===== src/rtl/apx_pkg.sv =====
package apx_pkg;

    typedef enum logic [3:0] {
        MD_EXACT    = 4'd0,
        MD_ORC      = 4'd1,
        MD_ORN      = 4'd2,
        MD_FWD      = 4'd3,
        MD_GZ       = 4'd4,
        MD_GZ_ONES  = 4'd5,
        MD_ORC_ONES = 4'd6,
        MD_MUX_A    = 4'd7,
        MD_MUX_B    = 4'd8
    } mode_e;

    // Generate / propagate pair of one bit position
    typedef struct packed {
        logic gen;
        logic prp;
    } lane_t;

    localparam int unsigned GRP_W = 4;

    // Undefined codes map to the exact mode
    function automatic mode_e mode_decode(input logic [3:0] code);
        if (code <= 4'd8) return mode_e'(code);
        return MD_EXACT;
    endfunction

    function automatic logic uses_ones(input mode_e md);
        return (md == MD_GZ_ONES) || (md == MD_ORC_ONES) ||
               (md == MD_MUX_A)   || (md == MD_MUX_B);
    endfunction

endpackage


===== src/rtl/apx_pipe_reg.sv =====
module apx_pipe_reg #(
    parameter int unsigned W  = 8,
    parameter bit          EN = 1'b1
) (
    input  logic         clk,
    input  logic         rst,
    input  logic [W-1:0] d,
    output logic [W-1:0] q
);
    generate
        if (EN) begin : g_reg
            always_ff @(posedge clk) begin
                if (rst) q <= '0;
                else     q <= d;
            end
        end else begin : g_wire
            assign q = d;
        end
    endgenerate
endmodule


===== src/rtl/apx_cla.sv =====
module apx_cla
    import apx_pkg::*;
#(
    parameter int unsigned W = 10
) (
    input  logic [W-1:0] a,
    input  logic [W-1:0] b,
    input  logic         cin,
    output logic [W-1:0] sum,
    output logic         cout
);
    localparam int unsigned NG = (W + GRP_W - 1) / GRP_W;
    localparam int unsigned WP = NG * GRP_W;

    logic [WP-1:0] ax, bx;
    lane_t [WP-1:0] ln;
    logic [WP:0]   cv;
    logic [NG:0]   gc;

    assign ax = WP'(a);
    assign bx = WP'(b);
    assign gc[0] = cin;

    generate
        for (genvar i = 0; i < WP; i++) begin : g_bit
            assign ln[i].gen = ax[i] & bx[i];
            assign ln[i].prp = ax[i] ^ bx[i];
        end

        for (genvar k = 0; k < NG; k++) begin : g_grp
            localparam int unsigned B = k * GRP_W;
            logic p0, p1, p2, p3, g0, g1, g2, g3, c0;
            logic grp_g, grp_p;

            assign {p3, p2, p1, p0} = {ln[B+3].prp, ln[B+2].prp, ln[B+1].prp, ln[B].prp};
            assign {g3, g2, g1, g0} = {ln[B+3].gen, ln[B+2].gen, ln[B+1].gen, ln[B].gen};
            assign c0 = gc[k];

            // Look-ahead carries inside the group
            assign cv[B]   = c0;
            assign cv[B+1] = g0 | (p0 & c0);
            assign cv[B+2] = g1 | (p1 & g0) | (p1 & p0 & c0);
            assign cv[B+3] = g2 | (p2 & g1) | (p2 & p1 & g0) | (p2 & p1 & p0 & c0);

            assign grp_g = g3 | (p3 & g2) | (p3 & p2 & g1) | (p3 & p2 & p1 & g0);
            assign grp_p = p3 & p2 & p1 & p0;
            assign gc[k+1] = grp_g | (grp_p & c0);
        end
    endgenerate

    assign cv[WP] = gc[NG];

    generate
        for (genvar i = 0; i < W; i++) begin : g_sum
            assign sum[i] = ln[i].prp ^ cv[i];
        end
    endgenerate

    assign cout = cv[W];

    logic unused_pad;
    assign unused_pad = ^{cv[WP:W], ax, bx};
endmodule


===== src/rtl/apx_low_lane.sv =====
module apx_low_lane
    import apx_pkg::*;
#(
    parameter int unsigned P = 11
) (
    input  logic [P-1:0] a,
    input  logic [P-1:0] b,
    input  mode_e        md,
    output logic [P-1:0] s,
    output logic         cout
);
    localparam logic [P-1:0] LOW_ONES = {P{1'b1}} >> 2;

    logic [P-1:0] or_v;
    logic         g_top;
    logic         t_sub;
    logic [P:0]   exact_v;

    assign or_v    = a | b;
    assign g_top   = a[P-1] & b[P-1];
    assign t_sub   = a[P-2] & b[P-2];
    assign exact_v = {1'b0, a} + {1'b0, b};

    always_comb begin
        s    = or_v;
        cout = g_top;
        unique case (md)
            MD_EXACT: begin
                s    = exact_v[P-1:0];
                cout = exact_v[P];
            end
            MD_ORC: ;
            MD_ORN: cout = 1'b0;
            MD_FWD: begin
                s    = a;
                cout = b[P-1];
            end
            MD_GZ: s[P-1] = or_v[P-1] & ~g_top;
            MD_GZ_ONES: begin
                s        = or_v | LOW_ONES;
                s[P-1]   = or_v[P-1] & ~g_top;
            end
            MD_ORC_ONES: s = or_v | LOW_ONES;
            MD_MUX_A: begin
                s      = or_v | LOW_ONES;
                s[P-1] = g_top ? t_sub : or_v[P-1];
            end
            MD_MUX_B: begin
                s      = or_v | LOW_ONES;
                s[P-1] = g_top ? t_sub : (or_v[P-1] | t_sub);
            end
            default: begin
                s    = exact_v[P-1:0];
                cout = exact_v[P];
            end
        endcase
    end
endmodule


===== src/rtl/approx_split_adder.sv =====
module approx_split_adder
    import apx_pkg::*;
#(
    parameter int unsigned N       = 21,
    parameter int unsigned P       = 11,
    parameter bit          REG_IN  = 1'b1,
    parameter bit          REG_OUT = 1'b1
) (
    input  logic         clk,
    input  logic         rst,
    input  logic [N-1:0] a_i,
    input  logic [N-1:0] b_i,
    input  logic [3:0]   mode_i,
    output logic [N:0]   sum_o
);
    localparam int unsigned H  = N - P;
    localparam int unsigned IW = 2 * N + 4;
    localparam logic [P-1:0] LOW_ONES = {P{1'b1}} >> 2;

    logic [IW-1:0] in_d, in_q;
    logic [N-1:0]  a_q, b_q;
    logic [3:0]    mode_q;
    mode_e         md;

    logic [P-1:0]  lo_s;
    logic          lo_c;
    logic [H-1:0]  hi_s;
    logic          hi_c;
    logic [N:0]    sum_c;

    assign in_d = {mode_i, a_i, b_i};

    apx_pipe_reg #(.W(IW), .EN(REG_IN)) u_in_stage (
        .clk (clk),
        .rst (rst),
        .d   (in_d),
        .q   (in_q)
    );

    assign {mode_q, a_q, b_q} = in_q;
    assign md = mode_decode(mode_q);

    apx_low_lane #(.P(P)) u_low (
        .a    (a_q[P-1:0]),
        .b    (b_q[P-1:0]),
        .md   (md),
        .s    (lo_s),
        .cout (lo_c)
    );

    apx_cla #(.W(H)) u_high (
        .a    (a_q[N-1:P]),
        .b    (b_q[N-1:P]),
        .cin  (lo_c),
        .sum  (hi_s),
        .cout (hi_c)
    );

    assign sum_c = {hi_c, hi_s, lo_s};

    apx_pipe_reg #(.W(N+1), .EN(REG_OUT)) u_out_stage (
        .clk (clk),
        .rst (rst),
        .d   (sum_c),
        .q   (sum_o)
    );

    // Checks on the combinational stage
    AST_EXACT_FULL: assert property (@(posedge clk) disable iff (rst)
        (md == MD_EXACT) |-> sum_c == ({1'b0, a_q} + {1'b0, b_q}));

    AST_HIGH_PART: assert property (@(posedge clk) disable iff (rst)
        sum_c[N:P] == ({1'b0, a_q[N-1:P]} + {1'b0, b_q[N-1:P]} + (H+1)'(lo_c)));

    AST_NO_CARRY_MODE: assert property (@(posedge clk) disable iff (rst)
        (md == MD_ORN) |-> sum_c[N:P] == ({1'b0, a_q[N-1:P]} + {1'b0, b_q[N-1:P]}));

    AST_FWD_PASS: assert property (@(posedge clk) disable iff (rst)
        (md == MD_FWD) |-> (sum_c[P-1:0] == a_q[P-1:0]) && (lo_c == b_q[P-1]));

    AST_ONES_REGION: assert property (@(posedge clk) disable iff (rst)
        uses_ones(md) |-> ((sum_c[P-1:0] & LOW_ONES) == LOW_ONES));

    generate
        if (REG_OUT) begin : g_out_chk
            AST_OUT_DELAY: assert property (@(posedge clk) disable iff (rst)
                1'b1 |=> sum_o == $past(sum_c));
        end
    endgenerate
endmodule


===== config.mk =====
export PLATFORM = sky130hd
export DESIGN_NAME = approx_split_adder
export DESIGN_NICKNAME = d
export VERILOG_FILES = /design/src/rtl/apx_pkg.sv /design/src/rtl/apx_pipe_reg.sv /design/src/rtl/apx_cla.sv /design/src/rtl/apx_low_lane.sv /design/src/rtl/approx_split_adder.sv
export SDC_FILE = /design/constraint.sdc
export NUM_CORES = 1
export LEC_CHECK = 0
export BUFFER_PORTS_ARGS = -buffer_cell sky130_fd_sc_hd__buf_4
export CORE_ASPECT_RATIO = 0.9
export CORE_MARGIN = 8
export CORE_UTILIZATION = 30
export CTS_BUF_LIST = sky130_fd_sc_hd__clkbuf_16
export DETAILED_ROUTE_END_ITERATION = 10
export GPL_ROUTABILITY_DRIVEN = 0
export REMOVE_ABC_BUFFERS = 1
export SYNTH_ARGS = -nofsm -noshare
export SYNTH_HDL_FRONTEND = slang
export SYNTH_SLANG_ARGS = --single-unit

===== constraint.sdc =====
create_clock -name clk -period 5.75 [get_ports clk]
set_input_delay 0.575 -clock clk [delete_from_list [all_inputs] [get_ports clk]]
set_output_delay 0.575 -clock clk [all_outputs]
set_load 0.01 [all_outputs]

Word level (Yosys, flattened, before mapping)
Index checks and enable logic that the tools add are counted.
Storage, ports and cells
  register bits after elaboration: 68
Operators by class
  add/subtract/negate cells: 1
  $lt $le $gt $ge: 1
  eq/ne operators: 8
  multiplexer cells: 8
  bitwise logic cells: 95
  reductions and logical operators: 5
Operators with widths (number)
  1-bit AND: 49
  10-bit case mux with 3 select lines: 1
  1-bit OR: 24
  1-bit bitwise XOR: 20
  4-bit by 3-bit equality test with 1-bit output, second input constant: 4
  11-bit by 11-bit adder with 12-bit output: 1
  11-bit OR: 1
  4-bit by 2-bit equality test with 1-bit output, second input constant: 2
  4-bit two-way mux: 2
  3-bit OR reduction: 2
  6-bit OR reduction: 1
  1-bit case mux with 5 select lines: 1
  4-bit by 1-bit equality test with 1-bit output, second input constant: 1
  4-bit equality test, second input constant: 1
  4-bit <= comparator, second input constant: 1
  4-bit OR reduction: 1
  1-bit two-way mux: 3
  1-bit case mux with 3 select lines: 1
  2-bit OR reduction: 1
  1-bit NOT: 1

Longest topological paths before layout
Gate-level depths: netlist of the first run.
  word-level depth: 13
  gate-level depth with buffers: 10
  mapped depth without buffers: 10

By module
A second synthesis of the first run with hierarchy kept.
Unflattened totals
  cells, all modules: 414
  area total of the unflattened synthesis: 3773.6 µm²
By module, submodules not included
  apx_low_lane: instances 1, cells an instance 209, area an instance 1412.6 µm², seq. area each 0.0 µm²
  apx_pipe_reg at u_in_stage: instances 1, cells an instance 96, area an instance 1229.9 µm², seq. area each 920.9 µm²
  apx_pipe_reg at u_out_stage: instances 1, cells an instance 46, area an instance 640.6 µm², seq. area each 440.4 µm²
  apx_cla: instances 1, cells an instance 59, area an instance 456.7 µm², seq. area each 0.0 µm²
  approx_split_adder: instances 1, cells an instance 4, area an instance 33.8 µm², seq. area each 0.0 µm²

Least setup slack after synthesis of the first run
Ideal clock, no wire load.
  kind: register to register
  start point: reg u_in_stage.q[1]
  end point: reg u_out_stage.q[15]
  setup time: 67 ps
  arrival: 2357 ps
  data required time: 5683 ps
  path slack: 3327 ps
  stages on the path, launching flop included: 10
  clock period less this slack: 2423 ps
  cells stage by stage: dfxtp_1 inv_1 ha_1 a211oi_1 o211ai_1 a211oi_2 nor2_1 a311oi_1 fa_1 nor2_1
On the way
  cells in the longest elaborated chain, start to end: 5
RTL lines
  from (decl): RTL line apx_pipe_reg.sv:8  | output logic [W-1:0] q
  from (signal assigned): RTL line apx_pipe_reg.sv:13  | if (rst) q <= '0;
  from (signal assigned): RTL line apx_pipe_reg.sv:14  | else q <= d;
  11-bit by 11-bit adder with 12-bit output: RTL line apx_low_lane.sv:22  | assign exact_v = {1'b0, a} + {1'b0, b};
  1-bit case mux with 3 select lines: RTL line apx_low_lane.sv:27  | unique case (md)
  1-bit AND: RTL line apx_cla.sv:47  | assign gc[k+1] = grp_g | (grp_p & c0);
  1-bit OR: RTL line apx_cla.sv:47
  1-bit bitwise XOR: RTL line apx_cla.sv:55  | assign sum[i] = ln[i].prp ^ cv[i];
  to (signal assigned): RTL line apx_pipe_reg.sv:13
  to (signal assigned): RTL line apx_pipe_reg.sv:14
  to (decl): RTL line apx_pipe_reg.sv:8
No other way between the ends.
A chain may end at the register's enable or synchronous reset.

Worst setup path after layout of the first run
  start point: reg u_in_stage.q[22]
  end point: reg u_out_stage.q[15]
The elaborated chain is that of the path after synthesis.

==> results.txt, run 1 <==
The count of inserted antenna diode cells came out at 0. The worst-case clock skew came out at roughly 7.8 ps. The average cell area after synthesis is 9.129 um2. Together, buffers and inverters on the worst path number 1.

The number of synthesized flops with an enable pin is 0. By count the netlist is led by sky130_fd_sc_hd__dfxtp_1 (68), sky130_fd_sc_hd__nor2b_1 (49), sky130_fd_sc_hd__inv_1 (36), sky130_fd_sc_hd__ha_1 (32), sky130_fd_sc_hd__o21ai_0 (25). The category of the critical setup timing path is flop to flop. The top cell type by area accounts for 38.73% of the synthesized area. Dividing total power by cell area gives a power density of about 290 nW/um2. The floorplan die area is around 15,000 um2. The final-stage net count is 533.

For this run, the slowest stage of the critical path takes 470 ps. The number of cells produced by synthesis is 385. The CTS buffer count came out at 9. The iteration-0 DRC count of the detailed router is approximately 150. The register bit total from synthesis is 68. Setup slack on the worst reg-to-reg path comes out at 2910 ps. The CTS sink count came out at between 60 and 70. The count of buffers inserted at the top-level ports is 69. The aggregate routed wire length came out at 8.215 mm. The number of antenna violations at the first check in global routing is 0.

TritonCTS built the clock tree. The root buffer cell chosen for the clock tree is sky130_fd_sc_hd__clkbuf_16. The total of hold buffers inserted after clock tree synthesis came out at 0. For this block, the via count after detailed routing is 2,827. The width of the die came out at 130.1 um. The later-pin clock latency in the skew report came out at 340 ps. After routing the design area is about 4500 um2. The sequential fraction of the synthesis area came out at 38.73%. By instance count, the cell type seen most on the critical path is sky130_fd_sc_hd__nor2_1. The largest voltage drop on the vdd net came out at 0.2181 mV. The required time of the worst setup path is 6020 ps.

After detailed placement, the total cell area comes to 4149 um2. In this run the vertical extent of the chip is 118.7 um. The placement row count came out at 37. The buffer depth of the longest clock path is 2. The total negative slack for setup checks came out at 0 ps. The detailed-router iteration count before antenna repair is 4. The final count of hold timing violations is 0. The via count of the first global-routing pass is roughly 3,000. Setup repair after global routing left no endpoint under its margin.

The final max-slew violation count came out at 0. The startpoint kind of the worst setup timing path is a flop. The worst pin sits at a relative slew slack of 26.58%. The share of synthesized flip-flops with an asynchronous set or reset came out at 0%. The class of the most critical hold timing path is input port to flop. The area growth from synthesis to final layout is 26.77%.

The number of instances in the placed design is 594. The share of final-layout standard cells stronger than drive strength 1 is 21.81%. The number of failing setup endpoints in the final timing report came out at 0. The maximum clock frequency came out at about 350 MHz. Data on the critical path arrives at its endpoint at 3110 ps. The post-CTS resize count came out at 0. Dividing the detail-routed wire length by the instance count gives 13.47 um.

The aggregate global-route resource usage is 11.18%. The total of warnings raised by yosys came out at 0. The post-detailed-route count of antenna-violating nets is 0. The worst setup path is captured at a flop. The floorplan step defined a core boundary enclosing approximately 11,000 um2. Counting distinct cell types in the post-synthesis netlist gives 55.

The cell family contributing the most delay on the critical path is compound AO/OA/AOI/OAI gates. Among all flip-flop cells after synthesis, the most frequent one is sky130_fd_sc_hd__dfxtp_1. The flow ran to the end, and the final reports show no timing, DRC or antenna violations. The initial core utilization came out at a little under a third. In the post-synthesis netlist, the cell with the most instances is sky130_fd_sc_hd__dfxtp_1. Summed over all instances, the cell type with the most area after synthesis is sky130_fd_sc_hd__dfxtp_1. The signal on the critical path passes through inv_1 > ha_1 > a211oi_1 > o211ai_1 > a211oi_2 > nor2_1 > a311oi_1 > fa_1 > nor2_1. Along the worst path, the maximum fanout reaches 5. The HPWL after detailed placement is 5.992 mm.

After clock tree synthesis, the clock-pin slew on the worst setup and hold paths is roughly 60 ps. The number of vias per cell came out at between 4 and 5. The final instance count without filler cells is 610. Across the run, the number of max-cap violations was 0.

In the post-synthesis netlist, the biggest area contributors are sky130_fd_sc_hd__dfxtp_1 (39%), sky130_fd_sc_hd__ha_1 (11%), sky130_fd_sc_hd__nor2b_1 (8.7%). In this run the number of H-tree levels came out at 3. The wire length of the first global-routing pass came out at 13.76 mm. The pin count of the biggest net entering global routing came out at between 60 and 70.

After detailed routing, the number of remaining DRC violations is 0. The remaining global-route overflow is 0. The cell area after technology mapping is 3515 um2. The transition time at the pin with the least slew margin is 1093 ps. The shortest period the worst path allows came out at ~2800 ps.

The design draws between 1 and 1.5 mW. The I/O pin count is 70. The leakage component of the power came out at 1.914 nW. The share of the cycle needed by the critical path after routing is 49.42%. The post-CTS setup repair buffer count came out at 0.

On the critical path, the stage with the largest delay is an instance of sky130_fd_sc_hd__fa_1.
-- cells by family after synthesis --
group	Yosys count	share of synthesized area [%]
mux	6	1.887
flops	68	38.73
fa+ha+maj	36	13.67
xor+xnor	16	3.987
buf+inv	53	6.194
simple gates	115	17.84
compound gates	91	17.69
-- state kept, by name, indices dropped and copies added (netlist names) --
register and count:
u_out_stage.q 22, u_in_stage.q 46
-- layout by cell type (no fill, tap or decap), types with 3 or more instances in the layout --
cell type                   synthesis  routed
sky130_fd_sc_hd__nor2b_1           49      49
sky130_fd_sc_hd__xnor2_1           11      11
sky130_fd_sc_hd__nand3_1            3       3
sky130_fd_sc_hd__a22oi_1            8       8
sky130_fd_sc_hd__a21oi_1           20      20
sky130_fd_sc_hd__o21ai_0           25      25
sky130_fd_sc_hd__ha_1              32      32
sky130_fd_sc_hd__a21o_1             3       3
sky130_fd_sc_hd__mux2_2             5       5
sky130_fd_sc_hd__a211oi_1           4       4
sky130_fd_sc_hd__inv_6              0       4
sky130_fd_sc_hd__o211ai_1           4       4
sky130_fd_sc_hd__nor2_1            23      23
sky130_fd_sc_hd__buf_4              1      69
sky130_fd_sc_hd__a221oi_1           5       5
sky130_fd_sc_hd__dfxtp_1           68      68
sky130_fd_sc_hd__fa_1               4       4
sky130_fd_sc_hd__nor3_1             5       5
sky130_fd_sc_hd__clkbuf_16          0       9
sky130_fd_sc_hd__o31ai_1            3       3
sky130_fd_sc_hd__nand2b_1           3       3
sky130_fd_sc_hd__inv_1             36      36
sky130_fd_sc_hd__nand2_1           18      18
sky130_fd_sc_hd__xor2_1             5       5
-- metal layers --
metal | part of all wire [%] | GRT usage, % | vias up | wire, um
met2 | 47 | 17.60 | 89 | 3834
met1 | 44 | 13.44 | 1291 | 3653
met5 | 0 | 0 | - | 0
met4 | 1.4 | 3.916 | 0 | 118
li1 | - | - | 1434 | -
met3 | 7.4 | 4.494 | 13 | 609
-- final cells by class --
class / count / area (um2)
Inverter: 37 / 138.9
Multi-Input combinational cell: 264 / 1936
Sequential cell: 68 / 1361
Timing Repair Buffer: 69 / 518.0
Tap cell: 156 / 195.2
Clock buffer: 9 / 225.2
Fill cell: 1164 / 6979
Clock inverter: 7 / 81.33
-- report_power, final --
group	switching [mW]	total, mW	internal [mW]
logic	0.108	0.217	0.109
registers	0.0216	0.528	0.506
clock network	0.219	0.561	0.342
total	0.348	1.31	0.958
-- worst reg2reg max path, stage by stage (launching register included) --
cell,delay (ps)
sky130_fd_sc_hd__dfxtp_1,350
sky130_fd_sc_hd__inv_1,90
sky130_fd_sc_hd__ha_1,290
sky130_fd_sc_hd__a211oi_1,340
sky130_fd_sc_hd__o211ai_1,210
sky130_fd_sc_hd__a211oi_2,470
sky130_fd_sc_hd__nor2_1,130
sky130_fd_sc_hd__a311oi_1,340
sky130_fd_sc_hd__fa_1,470
sky130_fd_sc_hd__nor2_1,100
-- worst paths after layout --
kind,startpoint,endpoint,cells past startpoint
max,u_in_stage.q[22],u_out_stage.q[15],9
min,b_i[16],u_in_stage.q[16],2
max reg2reg,u_in_stage.q[22],u_out_stage.q[15],9
min reg2reg,u_in_stage.q[32],u_out_stage.q[11],3
-- per-stage QoR --
step / utilization [%] / hold WS, ps / setup WS, ps
after global routing: 38.96 / 441.5 / 2682
final: 38.96 / 445.1 / 2908
after floorplan: - / 577.8 / 3329
after detailed placement: 36.28 / 620.4 / 2966
after CTS: 38.96 / 438.1 / 2922
after global placement: 36.28 / 606.2 / 3068
(Power assumes the default switching activity.)
==> run 2: changes to the inputs <==
==> constraint.sdc (replaced) <==
create_clock -name clk -period 2.49 [get_ports clk]
set_input_delay 0.249 -clock clk [delete_from_list [all_inputs] [get_ports clk]]
set_output_delay 0.249 -clock clk [all_outputs]
set_load 0.01 [all_outputs]
==> run 2 against run 1 <==
Effect of this change:
- core utilization is 3.2 points higher
- clock skew up 1.1 ps
- non-clock buffer count rose by 25
- largest cell class unchanged
- first-iteration DRC count decreased by 30%
- critical path type unchanged
- global-route usage grew 0.44 points
- wire length is 6.9% higher
- via count grew 4.2%
==> results.txt, run 2 (synthesis gave the netlist of run 1 again) <==
The via count of the first global-routing pass came out at 3,052 (was 2,993). Most frequent cells in the layout: sky130_fd_sc_hd__buf_4 (94), sky130_fd_sc_hd__dfxtp_1 (58), sky130_fd_sc_hd__nor2b_1 (49) (was sky130_fd_sc_hd__buf_4 (69), sky130_fd_sc_hd__dfxtp_1 (68), sky130_fd_sc_hd__nor2b_1 (49)). The maximum clock frequency came out at 408.5 MHz (was 351.9 MHz).

The floorplan die height came out at 118.7 um (unchanged). The post-detailed-route DRC marker count is 0 (unchanged). The worst hold slack across all endpoints is 121.0 ps (was 445.1 ps). The number of instances in the placed design came out at 618 (was 594). The class of the most critical hold timing path was input port to flop (unchanged). The count of inserted antenna diode cells is 0 (unchanged). The HPWL after detailed placement was 6.384 mm (was 5.992 mm). The placement row count is 37 (unchanged). Cell-by-cell listing of the critical path: or2b_2 > a211o_1 > o311ai_4 > nor2_1 > a311oi_2 > fa_1 > nor2_1 (was inv_1 > ha_1 > a211oi_1 > o211ai_1 > a211oi_2 > nor2_1 > a311oi_1 > fa_1 > nor2_1).

The width of the die came out at 130.1 um (unchanged). The worst path buffer plus inverter count came out at 0 (was 1). The detailed-router iteration count before antenna repair is 4 (unchanged). Status: completed (unchanged).

Unrepaired setup endpoints after global routing: yes (was no). The I/O pin count came out at 70 (unchanged). The final-stage net count came out at 558 (was 533). The TritonCTS clock tree is yes (unchanged). The standard cell core area is 11,430 um2 (unchanged). The number of failing setup endpoints in the final timing report is 0 (unchanged). The post-CTS clock slew at the launch and capture registers of the worst setup and hold paths came out at 60 ps (about the same). The category of the critical setup timing path was flop to flop (unchanged). The transition time at the pin with the least slew margin came out at 693.1 ps (was 1093 ps). The CTS sink count is 68 (unchanged). The leading cell type in the layout, fill and taps excluded is sky130_fd_sc_hd__buf_4 (unchanged).

The wire length per cell after detailed routing is 13.83 um (was 13.47 um). The largest voltage drop on the vdd net came to 0.3644 mV (was 0.2181 mV). The cell chosen for the clock root was sky130_fd_sc_hd__clkbuf_16 (unchanged). The number of antenna violations at the first check in global routing came to 0 (unchanged). Leading registers by flop count: u_in_stage.q x46, u_out_stage.q x22 (unchanged).

The number of vias per cell was 4.638 (was 4.634). The cell repeated most along the worst path is sky130_fd_sc_hd__nor2_1 (unchanged). The floorplan die area is 15,440 um2 (unchanged). The total of hold buffers inserted after clock tree synthesis came out at 0 (unchanged). The share of final-layout standard cells stronger than drive strength 1 is 31.32% (was 21.81%). The shortest period the worst path allows came out at 2448 ps (was 2842 ps). The initial core utilization is 30.74% (unchanged). The kind of end point of the critical path is a flop (unchanged). The required time of the worst setup path was 2750 ps (was 6020 ps). The buffer depth of the longest clock path is 2 (unchanged). The wire length of the first global-routing pass is 14.06 mm (was 13.76 mm). The cell with the largest stage delay on the worst path was sky130_fd_sc_hd__dfxtp_1 (was sky130_fd_sc_hd__fa_1).

The startpoint kind of the worst setup timing path is a flop (unchanged). The count of buffers inserted at the top-level ports was 69 (unchanged). The final instance count without filler cells came out at 635 (was 610).

The CTS buffer count came out at 9 (unchanged). The max-slew headroom at the worst pin was 53.80% (was 26.58%). The area growth from synthesis to final layout is 37.10% (was 26.77%). The later-pin clock latency in the skew report was 340 ps (about the same). The final core utilization came out at 42.14% (was 38.96%). The share of the cycle needed by the critical path after routing is 98.31% (was 49.42%). The arrival time of data at the critical path endpoint is 2710 ps (was 3110 ps). The worst-case clock skew came out at 8.901 ps (was 7.780 ps). The leakage component of the power came out at 2.088 nW (was 1.914 nW). The number of maximum-capacitance violations is 0 (unchanged). The total design power came out at 3.253 mW (was 1.306 mW).

The number of flip-flops in the largest register is 46 (unchanged). The aggregate global-route resource usage came out at 11.62% (was 11.18%). The number of levels in the clock H-tree came out at 3 (unchanged).

The top cell family by delay on the critical path is compound AO/OA/AOI/OAI gates (unchanged). The delay contributed by the slowest stage of the critical path came out at 550 ps (was 470 ps). The top register by number of flip-flops is u_in_stage.q (unchanged).

The total number of vias came to 2,945 (was 2,827). The iteration-0 DRC count of the detailed router is 102 (was 145). The remaining global-route overflow came out at 0 (unchanged). The largest fanout on the critical path came out at 10 (was 5). The post-detailed-route count of antenna-violating nets came out at 0 (unchanged). The aggregate routed wire length came out at 8.783 mm (was 8.215 mm). The power per cell area came out at 675.1 nW/um2 (was 293.1 nW/um2).

The pin count of the biggest net entering global routing came out at 69 (unchanged). The final count of hold timing violations was 0 (unchanged). The final max-slew violation count is 0 (unchanged).
-- run 2: changes by cell type in the layout (fill, tap and decap cells not counted), moves of 3 or more --
cell,previous run,this run
sky130_fd_sc_hd__inv_6,4,0
sky130_fd_sc_hd__ha_4,0,7
sky130_fd_sc_hd__ha_1,32,25
sky130_fd_sc_hd__dfxtp_2,0,10
sky130_fd_sc_hd__inv_2,0,3
sky130_fd_sc_hd__buf_4,69,94
sky130_fd_sc_hd__dfxtp_1,68,58
-- run 2: metal layers --
metal  vias up  wire [um]  share of wire [%]  GRT usage (%)
li1       1482          -                  -              -
met1      1360       3877                 44          13.12
met2        88       4190                 48          19.61
met3        15        580                6.6          4.315
met4         0        134                1.5          3.988
met5         -          0                  0              0
-- run 2: stage by stage --
| stage | setup TNS (ps) | setup WS (ps) | area (um2) |
|---|---|---|---|
| finish | 0 | 42.19 | 4818 |
| global route | -249.6 | -93.49 | 4818 |
| CTS | 0 | 12.11 | 4791 |
| detailed placement | -412.1 | -141.6 | 4329 |
| global placement | -108.0 | -70.97 | 4329 |
| floorplan | 0 | 69.26 | 3436 |
-- run 2: path summary, 6_finish.rpt --
kind                         start  slack (ps)                 to  cells past startpoint
hold / removal              a_i[6]         120   u_in_stage.q[27]                      2
setup reg to reg  u_in_stage.q[43]          40  u_out_stage.q[15]                      7
hold reg to reg   u_in_stage.q[36]         600  u_out_stage.q[15]                      3
setup / recovery  u_in_stage.q[43]          40  u_out_stage.q[15]                      7
-- run 2: repair_timing --
item	in CTS	in global routing
endpoints found under the setup margin	4	5
buffers inserted	2	0
gates resized for setup	19	9
pin swaps	8	8
-- run 2: cell type report --
| type | instances | area, um2 |
|---|---|---|
| multi-input combinational | 264 | 2063 |
| inverter | 37 | 138.9 |
| timing repair buffer | 94 | 705.7 |
| sequential | 68 | 1374 |
| clock buffer | 9 | 225.2 |
| fill | 1112 | 6616 |
| clock inverter | 7 | 116.4 |
| tap | 156 | 195.2 |
-- run 2: worst register-to-register path: stages (launching register included) --
cell	delay (ps)
sky130_fd_sc_hd__dfxtp_1	550
sky130_fd_sc_hd__or2b_2	400
sky130_fd_sc_hd__a211o_1	310
sky130_fd_sc_hd__o311ai_4	110
sky130_fd_sc_hd__nor2_1	120
sky130_fd_sc_hd__a311oi_2	340
sky130_fd_sc_hd__fa_1	460
sky130_fd_sc_hd__nor2_1	100
-- run 2: power by group --
| part | switching [mW] | internal, mW | total, mW |
|---|---|---|---|
| Combinational | 0.287 | 0.308 | 0.595 |
| Clock | 0.473 | 0.975 | 1.45 |
| Sequential | 0.0377 | 1.17 | 1.21 |
